**config.mk**
```make
export PLATFORM = sky130hd
export DESIGN_NAME = gpio_pulse_port
export DESIGN_NICKNAME = d
export VERILOG_FILES = /design/src/rtl/gpio_pkg.sv /design/src/rtl/gpio_in_sync.sv /design/src/rtl/gpio_dir_reg.sv /design/src/rtl/gpio_data_reg.sv /design/src/rtl/gpio_rd_mux.sv /design/src/rtl/gpio_pulse_port.sv
export SDC_FILE = /design/constraint.sdc
export NUM_CORES = 1
export LEC_CHECK = 0
export ABC_CLOCK_PERIOD_IN_PS = 2000
export BUFFER_PORTS_ARGS = -buffer_cell sky130_fd_sc_hd__buf_2
export CORE_MARGIN = 4
export CORE_UTILIZATION = 40
export CTS_CLUSTER_SIZE = 10
export DETAILED_ROUTE_END_ITERATION = 8
export GPL_TIMING_DRIVEN = 0
export HOLD_SLACK_MARGIN = 0.05
export PLACE_DENSITY = 0.71
export SLEW_MARGIN = 20
export SYNTH_ARGS = -nofsm -noshare
export SYNTH_HDL_FRONTEND = slang
export SYNTH_SLANG_ARGS = --single-unit
```
**constraint.sdc**
```tcl
create_clock -name clk -period 2 [get_ports clk]
set_clock_uncertainty 0.2 [all_clocks]
set_input_delay 0.4 -clock clk [delete_from_list [all_inputs] [get_ports clk]]
set_output_delay 0.4 -clock clk [all_outputs]
set_load 0.005 [all_outputs]
```
**src/rtl/gpio_pkg.sv**
```systemverilog
`timescale 1ns/1ps
package gpio_pkg;

   typedef enum logic {
      REG_DIR  = 1'b0,
      REG_DATA = 1'b1
   } port_reg_e;

   // Overlay new bits onto old bits wherever sel is set
   function automatic logic [63:0] overlay(input logic [63:0] old_v,
                                           input logic [63:0] new_v,
                                           input logic [63:0] sel);
      return (old_v & ~sel) | (new_v & sel);
   endfunction

endpackage

```
**src/rtl/gpio_in_sync.sv**
```systemverilog
`timescale 1ns/1ps
module gpio_in_sync #(
   parameter int WIDTH  = 8,
   parameter int STAGES = 2
) (
   input  logic             clk,
   input  logic             rst_n,
   input  logic [WIDTH-1:0] async_in,
   output logic [WIDTH-1:0] sync_out
);

   logic [WIDTH-1:0] stage_q [STAGES];

   genvar s;
   generate
      for (s = 0; s < STAGES; s++) begin : g_stage
         if (s == 0) begin : g_first
            always_ff @(posedge clk or negedge rst_n) begin
               if (!rst_n) stage_q[0] <= '0;
               else        stage_q[0] <= async_in;
            end
         end else begin : g_next
            always_ff @(posedge clk or negedge rst_n) begin
               if (!rst_n) stage_q[s] <= '0;
               else        stage_q[s] <= stage_q[s-1];
            end
         end
      end
   endgenerate

   assign sync_out = stage_q[STAGES-1];

endmodule

```
**src/rtl/gpio_dir_reg.sv**
```systemverilog
`timescale 1ns/1ps
module gpio_dir_reg #(
   parameter int WIDTH = 8
) (
   input  logic             clk,
   input  logic             rst_n,
   input  logic             clear,
   input  logic             freeze,
   input  logic             wr_hit,
   input  logic [WIDTH-1:0] wdata,
   output logic [WIDTH-1:0] dir_q
);

   always_ff @(posedge clk or negedge rst_n) begin
      if (!rst_n)                dir_q <= '0;
      else if (clear)            dir_q <= '0;
      else if (!freeze && wr_hit) dir_q <= wdata;
   end

endmodule

```
**src/rtl/gpio_data_reg.sv**
```systemverilog
`timescale 1ns/1ps
module gpio_data_reg #(
   parameter int WIDTH = 8
) (
   input  logic             clk,
   input  logic             rst_n,
   input  logic             clear,
   input  logic             freeze,
   input  logic             wr_hit,
   input  logic [WIDTH-1:0] wdata,
   input  logic [WIDTH-1:0] nd_mask,
   input  logic [WIDTH-1:0] nd_data,
   input  logic             nd_load,
   output logic [WIDTH-1:0] data_q
);

   logic [WIDTH-1:0] cpu_bits;
   logic [WIDTH-1:0] next_bits;

   // Per-bit selection: a masked bit listens only to the transfer strobe
   genvar b;
   generate
      for (b = 0; b < WIDTH; b++) begin : g_bit
         always_comb begin
            cpu_bits[b] = (wr_hit && !nd_mask[b]) ? wdata[b] : data_q[b];
            if (nd_load && nd_mask[b]) next_bits[b] = nd_data[b];
            else                       next_bits[b] = cpu_bits[b];
         end
      end
   endgenerate

   always_ff @(posedge clk or negedge rst_n) begin
      if (!rst_n)       data_q <= '0;
      else if (clear)   data_q <= '0;
      else if (!freeze) data_q <= next_bits;
   end

endmodule

```
**src/rtl/gpio_rd_mux.sv**
```systemverilog
`timescale 1ns/1ps
module gpio_rd_mux #(
   parameter int WIDTH = 8
) (
   input  logic             rd_en,
   input  gpio_pkg::port_reg_e sel,
   input  logic [WIDTH-1:0] dir_q,
   input  logic [WIDTH-1:0] data_q,
   input  logic [WIDTH-1:0] pin_sync,
   output logic [WIDTH-1:0] rdata
);

   logic [WIDTH-1:0] port_view;

   genvar b;
   generate
      for (b = 0; b < WIDTH; b++) begin : g_view
         assign port_view[b] = dir_q[b] ? data_q[b] : pin_sync[b];
      end
   endgenerate

   always_comb begin
      rdata = '0;
      if (rd_en) begin
         unique case (sel)
            gpio_pkg::REG_DIR:  rdata = '1;
            gpio_pkg::REG_DATA: rdata = port_view;
         endcase
      end
   end

endmodule

```
**src/rtl/gpio_pulse_port.sv**
```systemverilog
`timescale 1ns/1ps
module gpio_pulse_port #(
   parameter int WIDTH       = 8,
   parameter int SYNC_STAGES = 2
) (
   input  logic             clk,
   input  logic             rst_n,
   input  logic             hw_stby,
   input  logic             sw_stby,
   input  logic             reg_sel,
   input  logic             wr_en,
   input  logic             rd_en,
   input  logic [WIDTH-1:0] wdata,
   output logic [WIDTH-1:0] rdata,
   input  logic [WIDTH-1:0] nd_mask,
   input  logic [WIDTH-1:0] nd_data,
   input  logic             nd_load,
   input  logic [WIDTH-1:0] pin_in,
   output logic [WIDTH-1:0] pin_out,
   output logic [WIDTH-1:0] pin_oe
);
   import gpio_pkg::*;

   localparam int MaxWidth = 64;

   generate
      if (WIDTH < 1 || WIDTH > MaxWidth) begin : g_bad_width
         $error("gpio_pulse_port: WIDTH out of range");
      end
      if (SYNC_STAGES < 2) begin : g_bad_sync
         $error("gpio_pulse_port: SYNC_STAGES below 2");
      end
   endgenerate

   port_reg_e        sel;
   logic             freeze;
   logic             dir_hit;
   logic             data_hit;
   logic [WIDTH-1:0] dir_q;
   logic [WIDTH-1:0] data_q;
   logic [WIDTH-1:0] pin_sync;

   assign sel      = port_reg_e'(reg_sel);
   assign freeze   = sw_stby && !hw_stby;
   assign dir_hit  = wr_en && (sel == REG_DIR);
   assign data_hit = wr_en && (sel == REG_DATA);

   gpio_in_sync #(.WIDTH(WIDTH), .STAGES(SYNC_STAGES)) u_sync (
      .clk      (clk),
      .rst_n    (rst_n),
      .async_in (pin_in),
      .sync_out (pin_sync)
   );

   gpio_dir_reg #(.WIDTH(WIDTH)) u_dir (
      .clk    (clk),
      .rst_n  (rst_n),
      .clear  (hw_stby),
      .freeze (freeze),
      .wr_hit (dir_hit),
      .wdata  (wdata),
      .dir_q  (dir_q)
   );

   gpio_data_reg #(.WIDTH(WIDTH)) u_data (
      .clk     (clk),
      .rst_n   (rst_n),
      .clear   (hw_stby),
      .freeze  (freeze),
      .wr_hit  (data_hit),
      .wdata   (wdata),
      .nd_mask (nd_mask),
      .nd_data (nd_data),
      .nd_load (nd_load),
      .data_q  (data_q)
   );

   gpio_rd_mux #(.WIDTH(WIDTH)) u_rd (
      .rd_en    (rd_en),
      .sel      (sel),
      .dir_q    (dir_q),
      .data_q   (data_q),
      .pin_sync (pin_sync),
      .rdata    (rdata)
   );

   assign pin_oe  = dir_q;
   assign pin_out = data_q;

endmodule

```
Yosys cells after proc, flatten, opt, wreduce, memory -nomap -nowiden:

Index checks and enable logic that the tools add are counted.

* equality and inequality tests: 1
* reductions and logical operators: 47
* multiplexer cells: 30
* bitwise operators: 1

Operators with widths (count)
* 8-bit two-way mux: 5
* 1-bit two-way mux: 24
* 3-bit nonzero test: 8
* 1-bit logical AND: 20
* 8-bit one-hot mux with 2 select lines: 1
* 2-bit AND reduction: 8
* 1-bit zero test: 10
* 2-bit != test (second input constant): 1
* 2-bit nonzero test: 1
* 1-bit inverter: 1

* bits of input ports: 40
* word-level logic and storage cells: 90
* output and inout bits: 24
* register bits: 32

Depth between registers and ports, before layout:

Gate-level depths: netlist (run 1).

* depth in word-level cells: 6
* gate-level depth with buffers: 5
* depth with buffers taken out: 3

By module:

From an unflattened synthesis (run 1), not the netlist that was laid out.

* cell total of the unflattened synthesis: 138
* area, all modules: 1639.1 µm²

Modules (own cells, without submodules)
* gpio_data_reg: instances 1, cells each 61, seq. area each 200.2 µm², area an instance 616.8 µm²
* gpio_in_sync: instances 1, cells each 24, seq. area each 400.4 µm², area an instance 460.4 µm²
* gpio_dir_reg: instances 1, cells each 34, seq. area each 200.2 µm², area an instance 399.1 µm²
* gpio_rd_mux: instances 1, cells each 16, seq. area each 0.0 µm², area an instance 140.1 µm²
* gpio_pulse_port: instances 1, cells each 3, seq. area each 0.0 µm², area an instance 22.5 µm²

Least setup slack after synthesis (run 1):

OpenSTA, ideal clock, no wires.

* path type: input port to flip-flop
* from: in hw_stby
* to: reg u_dir.dir_q[5]
* arrival time: 1.256 ns
* stages on the path: 5
* path buffers: 2
* path slack: 0.466 ns
* data required time: 1.722 ns
* setup time: 0.078 ns
* cells stage by stage: buf_2 -> nor2b_1 -> buf_2 -> or3b_1 -> a21oi_1

* longest elaborated chain between the ends: 5
* elaborated cells on any way between the ends: 6
* classes of those cells: mux: 1; reduce/logical: 5

RTL lines
* start: declaration: RTL line gpio_pulse_port.sv:8 `input logic hw_stby,`
* 1-bit zero test: RTL line gpio_pulse_port.sv:44 `assign freeze = sw_stby && !hw_stby;`
* 1-bit logical AND: RTL line gpio_pulse_port.sv:44
* 1-bit zero test
* 1-bit logical AND: RTL line gpio_dir_reg.sv:17 `else if (!freeze && wr_hit) dir_q <= wdata;`
* 2-bit nonzero test (no source line)
* end signal: assignment: RTL line gpio_dir_reg.sv:17
* end: declaration: RTL line gpio_dir_reg.sv:11 `output logic [WIDTH-1:0] dir_q`

Parallel ways exist; a longest one is shown, timed or not.
A chain may end at the register's enable or synchronous reset.

Worst setup path after layout (run 1):

* from: reg u_dir.dir_q[5]
* to: out rdata[5]

* longest elaborated chain between the ends: 3

RTL lines
* 1-bit two-way mux: RTL line gpio_rd_mux.sv:18 `assign port_view[b] = dir_q[b] ? data_q[b] : pin_sync[b];`
* 8-bit one-hot mux with 2 select lines: RTL line gpio_rd_mux.sv:25 `unique case (sel)`
* 8-bit two-way mux: RTL line gpio_rd_mux.sv:24 `if (rd_en) begin`
* end: declaration: RTL line gpio_pulse_port.sv:14 `output logic [WIDTH-1:0] rdata,`

No other way between the ends.

==> metrics.log, run 1 <==
INFO  metric synth-seq-cells = 32
INFO  metric fp.dieH = 70.3 um
INFO  metric floorplan.initialDensity = approximately two fifths
INFO  metric clk_root_buffer_cell = sky130_fd_sc_hd__clkbuf_8
INFO  metric final.fill_count = 333
INFO  metric cts_sinks = 32
INFO  metric finalSetupTns = 0 ns
INFO  metric detail_route.vias_per_cell = ~5.4
INFO  metric startpoint_type = flip-flop
INFO  metric tritoncts = built
INFO  metric min-delay-path-class = flip-flop to flip-flop
INFO  metric clkSlewWorstSetupHoldPaths = ~0.06 ns
INFO  metric antennaDiodeCount = 0
INFO  metric timing.max_cap.violations = 0
INFO  metric syn-num-nets = ~180
INFO  metric port_buffers = 62
INFO  metric finalSetupViolations = 0
INFO  metric h-tree-depth = 2
INFO  metric place.gp.congestion = approximately 0.8
INFO  metric post_cts_resized = 0
INFO  metric crit_chain = mux2i_1, a21boi_0, buf_2
INFO  metric final_antenna_net_count = 0
INFO  metric internal_power = slightly above 1 mW
INFO  metric multiInputGateArea = between 600 and 700 um^2
INFO  metric power_frac_clock = approximately 34%
INFO  metric post_synth_instance_area = 1550 um^2
INFO  metric first_pass_grt_wire_length = roughly 6600 um
INFO  metric cp-end-kind = output port
INFO  metric drt-total-wl = 4110 um
INFO  metric slew_viol_final = 0
INFO  metric path_max_fanout = 3
INFO  metric timing_hold_violations_final = 0
INFO  metric maximum_number_of_pins_on_one_net_before_global_route_repair = 33
INFO  metric grt_pass1_vias = between 1000 and 1500
INFO  metric layout-drive-gt1-share = between 30% and 40%
INFO  metric placement_rows = 22
INFO  metric crit_arrival = 1.12 ns
INFO  metric overflow = 0
INFO  metric post-route-min-period = roughly 1.7 ns
INFO  metric combPwrFrac = ~16%
INFO  metric count_of_warnings_emitted_by_yosys = 0
INFO  metric timing.reg2reg.setup_slack = a little over 1 ns
INFO  metric power_switching = around 0.36 mW
INFO  metric yosys.cell_types.count = 19
INFO  metric ys_seq_area_share = roughly half
INFO  metric kind_of_critical_path = flip-flop to output port
INFO  metric insertion_delay = 0.28 ns
INFO  metric drt-pass1-iter-count = 4
INFO  metric syn2layout_area_growth = 34.6%
INFO  metric synth_area_per_cell = 11.3 um^2
INFO  metric worst_ep_required_time = 1.40 ns
INFO  metric slowest_delay = 0.40 ns
INFO  metric post-route-period-util = a little under nine tenths
INFO  metric netlist_instances = ~140
INFO  metric seqPwrFrac = slightly above 50%
INFO  metric core-area = approximately 3700 um^2
INFO  metric power.share.switching = about a quarter
INFO  metric die_area = ~4900 um^2
INFO  metric tightestPinTransition = 0.707 ns
INFO  metric critical-path-slowest-cell = sky130_fd_sc_hd__dfrtp_1
INFO  metric numCtsBuffers = 5
INFO  metric total_vias_in_the_final_route = approximately 1400
INFO  metric ioPinCount = 64
INFO  metric drtIter0Drc = between 80 and 90
INFO  metric layout.nets = between 200 and 300
INFO  metric detailed_place_hpwl = around 3000 um
INFO  metric remaining_drc_errors = 0
INFO  metric layout.area.seq = around 800 um^2
INFO  metric run_status = completed
INFO  metric track_usage = 17.2%
INFO  metric initial_antenna_violation_count = 0
INFO  metric die_width = 70.3 um
INFO  metric power_density = around 660 nW/um^2
INFO  metric timing.slew.headroom = a little over half
INFO  metric max_freq = 582 MHz
INFO  metric post_drt_wl_per_cell = between 15 and 20 um
INFO  metric total_leakage_power = ~1 nW
INFO  metric cts_max_path_buffers = 2
INFO  metric final.hold.worst_slack = roughly 0.15 ns
INFO  metric setup_repair_after_global_routing_missed_its_margin = no
INFO  metric ir_drop = approximately 0.00045 V
area by class of cell:
class                           count  share of cell area [%]
Sequential cell                    32                    38.3
Inverter                            8                    1.44
Multi-Input combinational cell     90                    32.5
Clock buffer                        6                    3.47
Tap cell                           48                    2.87
Timing Repair Buffer               71                    19.1
Clock inverter                      1                   0.239
Buffer                              8                    2.03
cell usage after synthesis (all sizes together):
cell	instances	share of area [%]
buf	5	2.0
nand3b	8	3.9
a21boi	8	3.9
nand2	8	1.9
mux2i	8	5.2
dfrtp	32	52
inv	8	1.9
a221oi	8	4.5
a21oi	8	2.6
o21ai	8	2.6
nand2b	1	0.89
clkbuf	3	0.72
and3	8	3.2
a311oi	8	4.5
or3b	8	4.5
nand4bb	8	5.8
nor2b	1	0.40
repair_timing:
item | CTS | global route
setup buffers | 0 | 0
hold buffers | 9 | 0
hold endpoints to repair | 40 | 0
path summary, 6_finish.rpt:
| path | from | to | depth (start not counted) |
|---|---|---|---|
| min in group asynchronous | rst_n | u_sync.sync_out[1] | 2 |
| hold reg to reg | u_sync.stage_q[12] | u_sync.sync_out[4] | 0 |
| max in group asynchronous | rst_n | u_data.data_q[6] | 2 |
| hold / removal | u_sync.stage_q[12] | u_sync.sync_out[4] | 0 |
| setup / recovery | u_dir.dir_q[5] | rdata[5] | 3 |
| setup reg to reg | u_data.data_q[4] | u_data.data_q[4] | 2 |
per-layer routing:
layer,vias to the layer above,routed length [um],global-route usage [%]
met2,60,1870,24.8
met4,0,60,6.17
met3,8,384,7.34
met5,-,0,0
met1,664,1800,22.8
li1,681,-,-
sequential cells by signal (all words and copies together) (netlist names):
| signal | count |
|---|---|
| u_data.data_q | 8 |
| u_sync.sync_out | 8 |
| u_dir.dir_q | 8 |
| u_sync.stage_q | 8 |
through the flow:
stage / total power [mW] / utilization (%) / cell area [um^2] / std cells / setup slack (ns)
after floorplan: 0.802 / - / 1550 / 138 / 0.466
after global placement: 0.915 / 51.8 / 1920 / 248 / 0.183
after detailed placement: 0.918 / 51.8 / 1920 / 248 / 0.168
after CTS: 1.39 / 56.3 / 2090 / 264 / 0.273
after global routing: 1.45 / 56.3 / 2090 / 264 / 0.171
final: 1.38 / 56.3 / 2090 / 264 / 0.283
logic make-up (layout without fill, tap and decap cells):
family,Yosys count,in the layout,synth area share (%)
simple gates,42,42,20.6
compound gates,40,40,18.0
flops,32,32,51.5
buf+inv,16,94,4.67
mux,8,8,5.15
critical path: cells and delay by family (launching register included):
kind	cells	cell delay, ns
AOI/OAI and AO/OA	1	0.17
buffers and inverters	1	0.14
DFF	1	0.40
muxes	1	0.12
layout by cell type (no fill, tap or decap), types with 8 or more instances in the layout:
master / instances
sky130_fd_sc_hd__a21boi_0: 8
sky130_fd_sc_hd__a21oi_1: 8
sky130_fd_sc_hd__a221oi_1: 8
sky130_fd_sc_hd__a311oi_1: 8
sky130_fd_sc_hd__and3_1: 8
sky130_fd_sc_hd__buf_2: 66
sky130_fd_sc_hd__dfrtp_1: 32
sky130_fd_sc_hd__dlygate4sd3_1: 9
sky130_fd_sc_hd__inv_1: 8
sky130_fd_sc_hd__mux2i_1: 8
sky130_fd_sc_hd__nand2_1: 8
sky130_fd_sc_hd__nand3b_1: 8
sky130_fd_sc_hd__nand4bb_1: 8
sky130_fd_sc_hd__or3b_1: 8
power groups by stage:
stage | clock (mW) | sequential, mW | combinational [mW]
2_1_floorplan | 0 | 0.711 | 0.0912
3_3_place_gp | 0 | 0.711 | 0.204
3_5_place_dp | 0 | 0.712 | 0.206
4_1_cts | 0.472 | 0.700 | 0.220
5_1_grt | 0.504 | 0.704 | 0.245
6_report | 0.465 | 0.700 | 0.219
No activity file was read; power rests on OpenSTA's default activity.
==> run 2: changes to the inputs <==
--- a/config.mk
+++ b/config.mk
@@ -5,7 +5,7 @@
 export SDC_FILE = /design/constraint.sdc
 export NUM_CORES = 1
 export LEC_CHECK = 0
-export ABC_CLOCK_PERIOD_IN_PS = 2000
+export ABC_CLOCK_PERIOD_IN_PS = 1600
 export BUFFER_PORTS_ARGS = -buffer_cell sky130_fd_sc_hd__buf_2
 export CORE_MARGIN = 4
 export CORE_UTILIZATION = 40
==> constraint.sdc (replaced) <==
create_clock -name clk -period 1.6 [get_ports clk]
set_clock_uncertainty 0.2 [all_clocks]
set_input_delay 0.32 -clock clk [delete_from_list [all_inputs] [get_ports clk]]
set_output_delay 0.32 -clock clk [all_outputs]
set_load 0.005 [all_outputs]
==> run 2 against run 1 <==
  * Via count increased by 0.42%
  * Clock power increased by 24%
  * Design area increased by 1.6%
  * Global-route usage increased by 0.36 points
  * First-iteration DRC count increased by 15%
  * Count of clock-buffer cells in the layout unchanged
  * Total power increased by 25%
  * Combinational power increased by 30%
  * Hold slack got worse by 0.014 ns
  * Worst setup slack got worse by 0.27 ns
  * Sequential share of layout area decreased by 0.61 points
  * Non-clock buffer count increased by 4
  * Critical endpoint is now rdata[1]
  * Highest routed layer unchanged
==> metrics.log, run 2 (synthesized netlist as in run 1, its figures left out) <==
INFO  metric max_freq = around 630 MHz
INFO  metric grt_pass1_vias = 1398 (was 1372)
INFO  metric detailedPlace.worstSlack = -0.152 ns (was 0.168 ns)
INFO  metric tightestPinTransition = 0.708 ns (was 0.707 ns)
INFO  metric total_leakage_power = 1.02 nW (was 0.988 nW)
INFO  metric top_signal_layer_used = met4 (unchanged)
INFO  metric reg2regPathDepth = 3 (was 2)
INFO  metric cts_max_path_buffers = 2 (unchanged)
INFO  metric port_buffers = 62 (unchanged)
INFO  metric post-route-worst-setup-slack = 0.0181 ns (was 0.283 ns)
INFO  metric tritoncts = built (unchanged)
INFO  metric layout_common_cells = 66 x sky130_fd_sc_hd__buf_2, 32 x sky130_fd_sc_hd__dfrtp_1, 9 x sky130_fd_sc_hd__dlygate4sd3_1 (unchanged)
INFO  metric path_delay_family = flip-flops (unchanged)
INFO  metric h-tree-depth = 2 (unchanged)
INFO  metric slew_viol_final = 0 (unchanged)
INFO  metric ir_drop = 0.000558 V (was 0.000450 V)
INFO  metric post-route-min-period = about 1.6 ns
INFO  metric crit_arrival = 1.06 ns (was 1.12 ns)
INFO  metric worst_ep_required_time = 1.08 ns (was 1.40 ns)
INFO  metric setup_repair_after_global_routing_missed_its_margin = yes (was no)
INFO  metric layout-drive-gt1-share = 35.9% (was 34.3%)
INFO  metric timing.reg2reg.setup_slack = 0.57 ns (was 1.03 ns)
INFO  metric run_status = completed (unchanged)
INFO  metric slowest_delay = 0.39 ns (was 0.40 ns)
INFO  metric routedLengthMet1 = 1840 um (was 1800 um)
INFO  metric detail_route.vias_per_cell = 5.29 (was 5.35)
INFO  metric power_density = 815 nW/um^2 (was 662 nW/um^2)
INFO  metric timing_hold_violations_final = 0 (unchanged)
INFO  metric startpoint_type = flip-flop (unchanged)
INFO  metric initial_antenna_violation_count = 0 (unchanged)
INFO  metric final.fill_count = 328 (was 333)
INFO  metric met3WireLength = 369 um (was 384 um)
INFO  metric cp-end-kind = output port (unchanged)
INFO  metric dpl-instance-area = 1920 um^2 (unchanged)
INFO  metric floorplan.initialDensity = 41.8% (unchanged)
INFO  metric wl_met2 = 1900 um (was 1870 um)
INFO  metric remaining_drc_errors = 0 (unchanged)
INFO  metric detailed_place_hpwl = 2930 um (unchanged)
INFO  metric finalSetupTns = 0 ns (unchanged)
INFO  metric drt-pass1-iter-count = 4 (unchanged)
INFO  metric post-route-period-util = 98.9%
INFO  metric fp.dieH = 70.3 um (unchanged)
INFO  metric place.gp.congestion = 0.796 (unchanged)
INFO  metric mostFrequentLayoutCell = sky130_fd_sc_hd__buf_2 (unchanged)
INFO  metric finalSetupViolations = 0 (unchanged)
INFO  metric insertion_delay = 0.27 ns (was 0.28 ns)
INFO  metric crit_chain = mux2i_1, a21boi_1, buf_2 (was mux2i_1, a21boi_0, buf_2)
INFO  metric timing.slew.headroom = 52.8% (was 52.9%)
INFO  metric layout.nets = 260 (was 256)
INFO  metric track_usage = 17.5% (was 17.2%)
INFO  metric core-area = 3720 um^2 (unchanged)
INFO  metric worstReg2RegStart = u_dir.dir_q[6] (was u_data.data_q[4])
INFO  metric ioPinCount = 64 (unchanged)
INFO  metric cts_sinks = 32 (unchanged)
INFO  metric critical-path-slowest-cell = sky130_fd_sc_hd__dfrtp_1 (unchanged)
INFO  metric hold-path-cell-count = 2 (was 0)
INFO  metric min-delay-path-class = primary input to flip-flop (was flip-flop to flip-flop)
INFO  metric timing.max_cap.violations = 0 (unchanged)
INFO  metric hold_path.startpoint = hw_stby (was u_sync.stage_q[12])
INFO  metric place.detailed.instances = 248 (unchanged)
INFO  metric final_cells = 268 (was 264)
INFO  metric maximum_number_of_pins_on_one_net_before_global_route_repair = 33 (unchanged)
INFO  metric path_depth = 3 (unchanged)
INFO  metric drt-total-wl = 4130 um (was 4110 um)
INFO  metric die_area = 4950 um^2 (unchanged)
INFO  metric timing.critical_path.buf_inv = 1 (unchanged)
INFO  metric first_pass_grt_wire_length = 6710 um (was 6570 um)
INFO  metric clk_root_buffer_cell = sky130_fd_sc_hd__clkbuf_8 (unchanged)
INFO  metric overflow = 0 (unchanged)
INFO  metric final_cell_area = 2130 um^2 (was 2090 um^2)
INFO  metric syn2layout_area_growth = 36.8% (was 34.6%)
INFO  metric p_total = 1.73 mW (was 1.38 mW)
INFO  metric post_drt_wl_per_cell = 15.4 um (was 15.6 um)
INFO  metric placement_rows = 22 (unchanged)
INFO  metric final_antenna_net_count = 0 (unchanged)
INFO  metric r2r-end = u_dir.dir_q[6] (was u_data.data_q[4])
INFO  metric antennaDiodeCount = 0 (unchanged)
INFO  metric drtIter0Drc = 94 (was 82)
INFO  metric path_max_fanout = 3 (unchanged)
INFO  metric total_vias_in_the_final_route = 1419 (was 1413)
INFO  metric numCtsBuffers = 5 (unchanged)
INFO  metric hold_path_end = u_data.data_q[6] (was u_sync.sync_out[4])
INFO  metric clkSlewWorstSetupHoldPaths = 0.07 ns (was 0.06 ns)
INFO  metric die_width = 70.3 um (unchanged)
INFO  metric kind_of_critical_path = flip-flop to output port (unchanged)
==> run 2: changes by cell type in the layout (fill, tap and decap cells not counted) <==
cell / previous run / this run
sky130_fd_sc_hd__a21boi_1: 0 / 8
sky130_fd_sc_hd__buf_4: 0 / 5
sky130_fd_sc_hd__a21boi_0: 8 / 0
sky130_fd_sc_hd__clkbuf_1: 4 / 3
==> run 2: cell type report <==
type	count	area, um^2	share of cell area, %
Clock buffer	6	72.6	3.41
Multi-Input combinational cell	90	681	32.0
Tap cell	48	60.1	2.83
Clock inverter	1	5.00	0.235
Buffer	7	38.8	1.82
Inverter	8	30.0	1.41
Timing Repair Buffer	76	438	20.6
Sequential cell	32	801	37.7
==> run 2: metrics by stage <==
stage	hold slack (ns)	utilization, %
after floorplan	-0.176	-
after global placement	0.133	51.8
after detailed placement	0.135	51.8
after CTS	0.127	57.1
after global routing	0.126	57.2
final	0.134	57.2
==> run 2: where the power goes <==
group	internal, mW	switching [mW]
registers	0.852	0.0220
clock network	0.295	0.281
logic	0.143	0.140
==> run 2: timing repair <==
action | in CTS | in global routing
resized for setup | 7 | 1
setup endpoints to repair | 8 | 9
setup buffers | 4 | 1
pin swaps | 4 | 5
hold buffers | 9 | 0
hold endpoints to repair | 40 | 0
==> run 2: how the worst max path moves through the flow <==
stage | start | to | slack, ns
5_1_grt | u_dir.dir_q[6] | rdata[6] | -0.08
3_3_place_gp | nd_load | u_data.data_q[3] | -0.14
2_1_floorplan | hw_stby | u_dir.dir_q[5] | 0.15
6_report | u_dir.dir_q[1] | rdata[1] | 0.02
3_5_place_dp | nd_load | u_data.data_q[7] | -0.15
4_1_cts | u_dir.dir_q[4] | rdata[4] | 0.003
==> run 2: metal layers <==
metal / global-route usage [%] / vias up
met5: 0 / -
met4: 5.96 / 0
met3: 7.34 / 2
met2: 25.4 / 58
met1: 23.5 / 666
li1: - / 693
==> run 3: changes to the inputs <==
--- a/config.mk
+++ b/config.mk
@@ -8,12 +8,12 @@
 export ABC_CLOCK_PERIOD_IN_PS = 1600
 export BUFFER_PORTS_ARGS = -buffer_cell sky130_fd_sc_hd__buf_2
 export CORE_MARGIN = 4
-export CORE_UTILIZATION = 40
+export CORE_UTILIZATION = 47
 export CTS_CLUSTER_SIZE = 10
 export DETAILED_ROUTE_END_ITERATION = 8
 export GPL_TIMING_DRIVEN = 0
 export HOLD_SLACK_MARGIN = 0.05
-export PLACE_DENSITY = 0.71
+export PLACE_DENSITY = 0.81
 export SLEW_MARGIN = 20
 export SYNTH_ARGS = -nofsm -noshare
 export SYNTH_HDL_FRONTEND = slang
==> run 3 against run 2 <==
  * The run now ends with negative setup slack left
  * Design area fell by 1.5%
  * Sequential power hardly changed
  * First-iteration DRC count up 32%
  * Cell count decreased by 1.1%
  * Hold slack lost 0.056 ns
  * Worst setup slack got worse by 0.087 ns
  * Wire length grew 6.2%
==> metrics.log, run 3 (synthesized netlist as in run 1, its figures left out) <==
INFO  metric fp.dieH = 65.5 um (was 70.3 um)
INFO  metric track_usage = 23.3% (was 17.5%)
INFO  metric post_drt_wl_per_cell = 16.6 um (was 15.4 um)
INFO  metric tightestPinTransition = 0.723 ns (was 0.708 ns)
INFO  metric run_status = finished with violations (was completed)
INFO  metric insertion_delay = 0.33 ns (was 0.27 ns)
INFO  metric syn2layout_area_growth = 34.7% (was 36.8%)
INFO  metric core-area = 3100 um^2 (was 3720 um^2)
INFO  metric place.gp.congestion = 0.839 (was 0.796)
INFO  metric overflow = 0 (unchanged)
INFO  metric drtIter0Drc = 124 (was 94)
INFO  metric die_width = 65.5 um (was 70.3 um)
INFO  metric first_pass_grt_wire_length = 7360 um (was 6710 um)
INFO  metric remaining_drc_errors = 0 (unchanged)
INFO  metric path_delay_family = flip-flops (unchanged)
INFO  metric layout_common_cells = 66 x sky130_fd_sc_hd__buf_2, 32 x sky130_fd_sc_hd__dfrtp_1, 9 x sky130_fd_sc_hd__dlygate4sd3_1 (unchanged)
INFO  metric total_vias_in_the_final_route = 1496 (was 1419)
INFO  metric violations = negative setup slack
INFO  metric post-route-min-period = 1.67 ns (was 1.58 ns)
INFO  metric numCtsBuffers = 5 (unchanged)
INFO  metric mostFrequentLayoutCell = sky130_fd_sc_hd__buf_2 (unchanged)
INFO  metric floorplan.initialDensity = 50.1% (was 41.8%)
INFO  metric antennaDiodeCount = 0 (unchanged)
INFO  metric crit_arrival = 1.15 ns (was 1.06 ns)
INFO  metric timing_hold_violations_final = 0 (unchanged)
INFO  metric startpoint_type = flip-flop (unchanged)
INFO  metric layout-drive-gt1-share = 35.7% (was 35.9%)
INFO  metric cts_sinks = 32 (unchanged)
INFO  metric clk_root_buffer_cell = sky130_fd_sc_hd__clkbuf_4 (was sky130_fd_sc_hd__clkbuf_8)
INFO  metric kind_of_critical_path = flip-flop to output port (unchanged)
INFO  metric detailedPlace.worstSlack = -0.194 ns (was -0.152 ns)
INFO  metric crit_chain = mux2i_1, a21boi_1, buf_2 (unchanged)
INFO  metric cp-end-kind = output port (unchanged)
INFO  metric timing.slew.headroom = 51.8% (was 52.8%)
INFO  metric layout.nets = 261 (was 260)
INFO  metric port_buffers = 62 (unchanged)
INFO  metric slowest_delay = 0.42 ns (was 0.39 ns)
INFO  metric slew_viol_final = 0 (unchanged)
INFO  metric layout.core_utilization = 67.5% (was 57.2%)
INFO  metric detailed_place_hpwl = 3120 um (was 2930 um)
INFO  metric max_freq = 599 MHz (was 632 MHz)
INFO  metric timing.max_cap.violations = 0 (unchanged)
INFO  metric total_leakage_power = 1.01 nW (was 1.02 nW)
INFO  metric detail_route.vias_per_cell = 5.65 (was 5.29)
INFO  metric min-delay-path-class = primary input to flip-flop (unchanged)
INFO  metric tritoncts = built (unchanged)
INFO  metric h-tree-depth = 2 (unchanged)
INFO  metric ir_drop = 0.000504 V (was 0.000558 V)
INFO  metric cts_max_path_buffers = 2 (unchanged)
INFO  metric power_density = 759 nW/um^2 (was 815 nW/um^2)
INFO  metric finalSetupViolations = 9 (was 0)
INFO  metric ioPinCount = 64 (unchanged)
INFO  metric post-route-period-util = 104% (was 98.9%)
INFO  metric critical-path-slowest-cell = sky130_fd_sc_hd__dfrtp_1 (unchanged)
INFO  metric setup_repair_after_global_routing_missed_its_margin = yes (unchanged)
INFO  metric final_antenna_net_count = 0 (unchanged)
INFO  metric final.hold.worst_slack = 0.0785 ns (was 0.134 ns)
INFO  metric path_max_fanout = 3 (unchanged)
INFO  metric drt-total-wl = 4390 um (was 4130 um)
INFO  metric worst_ep_required_time = 1.08 ns (about the same)
INFO  metric die_area = 4290 um^2 (was 4950 um^2)
INFO  metric clkSlewWorstSetupHoldPaths = 0.10 ns (was 0.07 ns)
INFO  metric drt-pass1-iter-count = 4 (unchanged)
INFO  metric timing.critical_path.buf_inv = 1 (unchanged)
INFO  metric maximum_number_of_pins_on_one_net_before_global_route_repair = 33 (unchanged)
INFO  metric post-route-worst-setup-slack = -0.0691 ns (was 0.0181 ns)
INFO  metric grt_pass1_vias = 1580 (was 1398)
INFO  metric placement_rows = 20 (was 22)
INFO  metric initial_antenna_violation_count = 0 (unchanged)
run 3: repair_timing:
action / 4_1_cts / 5_1_grt
pin swaps: 3 / 3
hold endpoints to repair: 40 / 0
setup endpoints to repair: 8 / 8
gates resized for setup: 5 / 2
hold buffers: 9 / 0
buffers inserted: 4 / 1
run 3: layout make-up:
class / count / area, um^2
inverters: 8 / 30.0
fillers: 266 / 1010
clock buffers: 6 / 41.3
plain buffers: 8 / 42.5
clock inverters: 1 / 5.00
multi-input cells: 90 / 681
flip-flops and latches: 32 / 801
well taps: 44 / 55.1
repair buffers: 76 / 438
run 3: worst register-to-register path, delay by kind of cell, from the launching register on:
family          cells  cell delay [ns]
buf+inv             2             0.26
compound gates      2             0.14
flops               1             0.41
run 3: path summary, 6_finish.rpt:
path,startpoint,to,slack (ns),depth (start not counted)
max in group asynchronous,rst_n,u_sync.sync_out[5],0.35,2
min in group asynchronous,rst_n,u_sync.sync_out[1],0.37,2
hold / removal,hw_stby,u_data.data_q[0],0.08,2
setup / recovery,u_dir.dir_q[1],rdata[1],-0.07,3
hold reg to reg,u_sync.stage_q[8],u_sync.sync_out[0],0.15,0
setup reg to reg,u_dir.dir_q[4],u_dir.dir_q[4],0.45,4
run 3: where the power goes:
part | internal (mW) | switching [mW] | total (mW)
clock | 0.162 | 0.265 | 0.426
sequential | 0.850 | 0.0226 | 0.873
combinational | 0.144 | 0.146 | 0.290
run 3: per-layer routing:
metal	track usage (%)	wire length (um)	vias up
met3	5.47	337	12
met4	14.0	101	0
met5	0	0	-
met1	29.0	1820	718
met2	36.5	2130	68
li1	-	-	698
run 3: stage by stage:
stage	cells	cell area, um^2	power, mW	setup TNS [ns]
final	265	2090	1.59	-0.441
after global routing	265	2090	1.68	-1.20
after CTS	264	2090	1.60	-0.535
after detailed placement	244	1920	1.15	-1.88
after global placement	244	1920	1.14	-0.614
after floorplan	138	1550	1.00	0
